[src/rtl/arb_pkg.sv]
package arb_pkg;
    typedef enum logic {
        POL_STATIC = 1'b0,
        POL_AGING  = 1'b1
    } policy_e;
endpackage

[src/rtl/arb_static_pick.sv]
module arb_static_pick #(
    parameter int N_MST = 4
) (
    input  logic [N_MST-1:0] req_i,
    output logic [N_MST-1:0] gnt_o
);
    always_comb begin
        logic taken;
        taken = 1'b0;
        gnt_o = '0;
        for (int i = 0; i < N_MST; i++) begin
            if (req_i[i] && !taken) begin
                gnt_o[i] = 1'b1;
                taken    = 1'b1;
            end
        end
    end

    // Lowest requester always wins in this selector
    always_comb begin
        if (req_i[0]) assert_low_index_wins_R2: assert (gnt_o[0]);
    end
endmodule

[src/rtl/arb_age_pick.sv]
module arb_age_pick #(
    parameter int N_MST  = 4,
    parameter int PRIO_W = 3
) (
    input  logic [N_MST-1:0]        req_i,
    input  logic [N_MST*PRIO_W-1:0] age_i,
    output logic [N_MST-1:0]        gnt_o
);
    always_comb begin
        logic              taken;
        logic [PRIO_W-1:0] best;
        int                idx;
        taken = 1'b0;
        best  = '0;
        idx   = 0;
        gnt_o = '0;
        for (int i = 0; i < N_MST; i++) begin
            // strict compare keeps the lowest index on ties
            if (req_i[i] && (!taken || age_i[i*PRIO_W +: PRIO_W] > best)) begin
                taken = 1'b1;
                best  = age_i[i*PRIO_W +: PRIO_W];
                idx   = i;
            end
        end
        if (taken) gnt_o[idx] = 1'b1;
    end
endmodule

[src/rtl/arb_age_bank.sv]
module arb_age_bank #(
    parameter int N_MST  = 4,
    parameter int PRIO_W = 3
) (
    input  logic                    clk_i,
    input  logic                    rst_ni,
    input  logic                    upd_i,
    input  logic [N_MST-1:0]        gnt_i,
    output logic [N_MST*PRIO_W-1:0] age_o
);
    localparam logic [PRIO_W-1:0] AGE_MAX = {PRIO_W{1'b1}};

    typedef struct packed {
        logic [N_MST-1:0][PRIO_W-1:0] age;
    } bank_t;

    bank_t st_d, st_q;

    always_comb begin
        st_d = st_q;
        if (upd_i) begin
            for (int i = 0; i < N_MST; i++) begin
                if (gnt_i[i])
                    st_d.age[i] = '0;
                else if (st_q.age[i] != AGE_MAX)
                    st_d.age[i] = st_q.age[i] + 1'b1;
            end
        end
    end

    always_ff @(posedge clk_i) begin
        if (!rst_ni) begin
            for (int i = 0; i < N_MST; i++)
                st_q.age[i] <= PRIO_W'(N_MST - 1 - i);
        end else begin
            st_q <= st_d;
        end
    end

    assign age_o = st_q.age;

    generate
        for (genvar g = 0; g < N_MST; g++) begin : g_chk
            assert_winner_cleared_R5: assert property (@(posedge clk_i) disable iff (!rst_ni)
                (upd_i && gnt_i[g]) |=> (st_q.age[g] == '0));
            assert_loser_ages_R6: assert property (@(posedge clk_i) disable iff (!rst_ni)
                (upd_i && !gnt_i[g] && st_q.age[g] != AGE_MAX) |=>
                (st_q.age[g] == $past(st_q.age[g]) + 1'b1));
            assert_no_wrap_R7: assert property (@(posedge clk_i) disable iff (!rst_ni)
                (upd_i && !gnt_i[g] && st_q.age[g] == AGE_MAX) |=> (st_q.age[g] == AGE_MAX));
        end
    endgenerate

    assert_hold_when_idle_R8: assert property (@(posedge clk_i) disable iff (!rst_ni)
        !upd_i |=> $stable(st_q));
endmodule

[src/rtl/dual_policy_arbiter.sv]
module dual_policy_arbiter #(
    parameter int N_MST  = 4,
    parameter int PRIO_W = 3
) (
    input  logic             clk_i,
    input  logic             rst_ni,
    input  logic             mode_i,
    input  logic [N_MST-1:0] req_i,
    output logic [N_MST-1:0] gnt_o
);
    import arb_pkg::*;

    logic [N_MST-1:0]        gnt_static, gnt_age;
    logic [N_MST*PRIO_W-1:0] age;
    logic                    upd;
    policy_e                 pol;

    assign pol = policy_e'(mode_i);

    arb_static_pick #(.N_MST(N_MST)) static_i (
        .req_i (req_i),
        .gnt_o (gnt_static)
    );

    arb_age_pick #(.N_MST(N_MST), .PRIO_W(PRIO_W)) age_pick_i (
        .req_i (req_i),
        .age_i (age),
        .gnt_o (gnt_age)
    );

    // counters move only on aging-mode cycles that grant
    assign upd = (pol == POL_AGING) && (|req_i);

    arb_age_bank #(.N_MST(N_MST), .PRIO_W(PRIO_W)) bank_i (
        .clk_i  (clk_i),
        .rst_ni (rst_ni),
        .upd_i  (upd),
        .gnt_i  (gnt_age),
        .age_o  (age)
    );

    assign gnt_o = (pol == POL_AGING) ? gnt_age : gnt_static;

    assert_single_grant_R1: assert property (@(posedge clk_i) disable iff (!rst_ni)
        $onehot0(gnt_o));
    assert_grant_needs_req_R1: assert property (@(posedge clk_i) disable iff (!rst_ni)
        (gnt_o & ~req_i) == '0);
    assert_someone_served_R1: assert property (@(posedge clk_i) disable iff (!rst_ni)
        (req_i != '0) |-> ($countones(gnt_o) == 1));
    assert_static_frozen_R10: assert property (@(posedge clk_i) disable iff (!rst_ni)
        (!mode_i) |=> $stable(age));
endmodule

[config.mk]
export PLATFORM = sky130hd
export DESIGN_NAME = dual_policy_arbiter
export DESIGN_NICKNAME = d
export VERILOG_FILES = /design/src/rtl/arb_pkg.sv /design/src/rtl/arb_static_pick.sv /design/src/rtl/arb_age_pick.sv /design/src/rtl/arb_age_bank.sv /design/src/rtl/dual_policy_arbiter.sv
export SDC_FILE = /design/constraint.sdc
export NUM_CORES = 1
export LEC_CHECK = 0
export ABC_AREA = 1
export BUFFER_PORTS_ARGS = -buffer_cell sky130_fd_sc_hd__buf_2
export CORE_MARGIN = 2
export CORE_UTILIZATION = 60
export CTS_CLUSTER_DIAMETER = 120
export CTS_CLUSTER_SIZE = 30
export DETAILED_ROUTE_END_ITERATION = 6
export GPL_ROUTABILITY_DRIVEN = 0
export PLACE_DENSITY = 0.8
export SYNTH_ARGS = -nofsm -noshare
export SYNTH_HDL_FRONTEND = slang
export SYNTH_SLANG_ARGS = --single-unit
[constraint.sdc]
create_clock -name clk_i -period 9.7 [get_ports clk_i]
set_input_delay 0.97 -clock clk_i [delete_from_list [all_inputs] [get_ports clk_i]]
set_output_delay 0.97 -clock clk_i [all_outputs]
set_load 0.03 [all_outputs]
==> metrics.md <==
| Metric | Value |
|---|---|
| Multiplexer fraction of the synthesized cell area | `0%` |
| Detailed Route Iter0 Violations | `19` |
| Share of synthesized registers carrying an async set or reset | `0%` |
| Antenna Nets Post-Route | `0` |
| Skew-Pair Late Insertion Delay | `280 ps` |
| Sequential element share of the synthesized area | `about 22%` |
| Most common library cells after synthesis | `37 x sky130_fd_sc_hd__nand2_1, 17 x sky130_fd_sc_hd__ha_1, 17 x sky130_fd_sc_hd__inv_1` |
| GRT Total Usage | `about a quarter` |
| Layout cells sized above 1 | `19.2%` |
| Synthesized-area fraction occupied by and/or/nand/nor cells | `a little under two fifths` |
| Critical path type | `in -> out` |
| Routed via count | `between 1000 and 1500` |
| Avg Inst Size Synth | `6.95 um2` |
| Placed wire-length estimate | `around 1.9 mm` |
| Number of resized instances in the post-cts repair step | `0` |
| Post-CTS setup-driven buffer insertion count | `0` |
| Vias per std cell | `5.35` |
| Leading register cell type out of synthesis | `sky130_fd_sc_hd__dfxtp_1` |
| Share of the synthesized area in the top cell type | `between 20% and 30%` |
| Count of boundary I/O pins | `11` |
| Overflow after GRT | `0` |
| Total number of placement rows | `15` |
| Worst-path fanout max | `8` |
| Count of input and output buffers | `10` |
| Arithmetic-cell share of the synthesized area counting full adders, half adders and majority gates | `19.6%` |
| Share of the cycle needed by the critical path after routing | `a little under three fifths` |
| Main combinational cell family by area after synthesis | `simple AND/OR/NAND/NOR gates` |
| Worst vdd rail ir drop | `roughly 120 uV` |
| Wire length of the first global-routing pass | `between 3 and 4 mm` |
| Die Outline Area | `2160 um2` |
| Die boundary width | `approximately 47 um` |
| Number of flip-flops in the largest register | `12` |
| Largest area contributor in the netlist | `sky130_fd_sc_hd__dfxtp_1` |
| Number of buffers between clock root and the deepest sink | `2` |
| Worst hold margin | `between 500 and 600 ps` |
| Share of the synthesized area in compound gates (AO/OA/AOI/OAI) | `between 10% and 20%` |
| Cell Area, Synth | `approximately 1100 um2` |
| Antenna diode instance count | `0` |
| Setup Viol. Count Final | `0` |
| Endpoint type of the worst setup path | `primary output` |
| Number of CTS-inserted buffers | `3` |
| CTS tree | `yes` |
| Final total negative setup slack | `0 ps` |
| EDFF count, synth | `0` |
| Via count of the first global-routing pass | `~830` |
| Stage delay of the slowest cell on the critical path | `approximately 320 ps` |
| Number of warnings printed during yosys synthesis | `0` |
| Leakage power | `approximately 0.63 nW` |
| Clock Skews | `about 4.5 ps` |
| Kind of path behind the tightest hold check | `reg -> reg` |
| Power density over cell area | `between 150 and 200 nW/um2` |
| Result of the run | `finished, final reports clean` |
| Slew at the pin with the worst max-slew slack | `between 200 and 300 ps` |
| Number of nets in the layout | `approximately 190` |
| Pin count of the biggest net entering global routing | `16` |
| Max Fclk | `about 180 MHz` |
| Overall die height | `approximately 47 um` |
| Mapped Nets | `180` |
| Most frequent CP cell | `sky130_fd_sc_hd__nand2_1` |
| # hold bufs at CTS | `0` |
| Final critical delay including setup and external delays | `about 5400 ps` |
| Arrival time of the worst setup path | `approximately 4500 ps` |
| Synth Instances | `roughly 160` |
| Clock transition at path regs | `roughly 70 ps` |
| Number of filler instances in the final layout | `145` |
| Max_slew headroom | `82.3%` |
| Yosys cell types | `21` |
| Startpoint type of the worst setup path | `primary input` |
| Placeable core region | `between 1500 and 2000 um2` |
| Largest cells by area after synthesis | `sky130_fd_sc_hd__dfxtp_1 22%, sky130_fd_sc_hd__ha_1 20%, sky130_fd_sc_hd__nand2_1 13%` |
| Layout overhead on the synthesized area | `8.54%` |
| Number of synthesized register bits | `12` |
| Max-cap violations | `0` |
| Slowest cell on the critical path | `sky130_fd_sc_hd__ha_1` |
| Core occupancy in the finished layout | `between 60% and 70%` |
| Initial antenna violation count | `0` |
| Count of pins over their slew limit | `0` |
| Wirelength, routed | `2.25 mm` |
| Number of levels in the clock H-tree | `1` |
| Total count of hold-check failures in the final report | `0` |
| Most frequent cell after synthesis | `sky130_fd_sc_hd__nand2_1` |
| Average wire length per cell after detail routing | `between 10 and 15 um` |
| Unrepaired setup endpoints after global routing | `no` |
| Initial cell density of the core | `63.5%` |
| Cell chosen for the clock root | `sky130_fd_sc_hd__clkbuf_4` |
| Count of TritonRoute iterations in the first routing pass | `4` |
| Number of clock sinks | `12` |
| Parity-gate share of the synthesized area counting xor and xnor cells | `0%` |
| Required time of the worst setup path | `between 8000 and 9000 ps` |
| Remaining design rule violation count | `0` |
==> cell usage in the layout, fill, tap and decap left out <==
| master | instances |
|---|---|
| sky130_fd_sc_hd__o21ai_1 | 1 |
| sky130_fd_sc_hd__nor2_4 | 1 |
| sky130_fd_sc_hd__inv_2 | 3 |
| sky130_fd_sc_hd__nand2_1 | 37 |
| sky130_fd_sc_hd__o21ai_0 | 9 |
| sky130_fd_sc_hd__nor2_1 | 10 |
| sky130_fd_sc_hd__nand2_2 | 6 |
| sky130_fd_sc_hd__ha_1 | 17 |
| sky130_fd_sc_hd__nand4_1 | 5 |
| sky130_fd_sc_hd__inv_1 | 17 |
| sky130_fd_sc_hd__buf_2 | 10 |
| sky130_fd_sc_hd__nor2_2 | 2 |
| sky130_fd_sc_hd__clkbuf_4 | 3 |
| sky130_fd_sc_hd__a21oi_4 | 1 |
| sky130_fd_sc_hd__dfxtp_1 | 12 |
| sky130_fd_sc_hd__nor2_8 | 1 |
| sky130_fd_sc_hd__nand2_4 | 3 |
| sky130_fd_sc_hd__nand3_2 | 2 |
| sky130_fd_sc_hd__a21oi_1 | 12 |
| sky130_fd_sc_hd__o22ai_1 | 1 |
| sky130_fd_sc_hd__nand3_1 | 14 |
==> layout make-up <==
cell class / count / area, um2 / area share, %
multi-input combinational: 122 / 758 / 64.4
sequential: 12 / 240 / 20.4
inverter: 20 / 75.1 / 6.38
timing repair buffer: 10 / 50.0 / 4.25
tap: 25 / 31.3 / 2.66
clock buffer: 3 / 22.5 / 1.91
==> logic make-up after synthesis <==
family,count (synthesis)
simple gates,81
buf+inv,22
compound gates,24
flops,12
fa+ha+maj,17
==> worst paths after layout <==
| kind | startpoint | endpoint | slack, ps | cells past startpoint |
|---|---|---|---|---|
| min reg2reg | bank_i.age_o[11] | bank_i.age_o[11] | 500 | 2 |
| max reg2reg | bank_i.age_o[2] | bank_i.age_o[0] | 5950 | 29 |
| min | bank_i.age_o[11] | bank_i.age_o[11] | 500 | 2 |
| max | req_i[0] | gnt_o[0] | 4280 | 28 |
==> through the flow <==
stage | cell area (um2) | setup WS, ps | std cells | power (mW)
floorplan | 1080 | 4480 | 156 | 0.145
CTS | 1180 | 4290 | 192 | 0.198
detailed placement | 1150 | 4300 | 189 | 0.167
global route | 1180 | 3880 | 192 | 0.214
finish | 1180 | 4280 | 192 | 0.198
global placement | 1150 | 4430 | 189 | 0.162
==> routing by layer <==
| layer | up-vias | routed length, um | track usage, % |
|---|---|---|---|
| met3 | 5 | 103 | 3.53 |
| li1 | 545 | - | - |
| met2 | 19 | 1000 | 34.4 |
| met5 | - | 0 | 0 |
| met4 | 0 | 42 | 10.3 |
| met1 | 458 | 1110 | 34.0 |
==> report_power, final <==
part / total, mW / switching [mW] / leakage (nW) / internal [mW]
combinational: 0.105 / 0.0670 / 0.513 / 0.0377
sequential: 0.0620 / 0.00654 / 0.0992 / 0.0555
clock: 0.0310 / 0.0166 / 0.0138 / 0.0144
total: 0.198 / 0.0901 / 0.626 / 0.108
==> worst max-delay path: cells and delay by family <==
kind	cells	cell delay, ps
adders and majority gates	3	930
buffers and inverters	4	490
and+or+nand+nor	17	1550
AOI/OAI and AO/OA	4	520
Note: power is estimated with default switching activity, not from simulation.
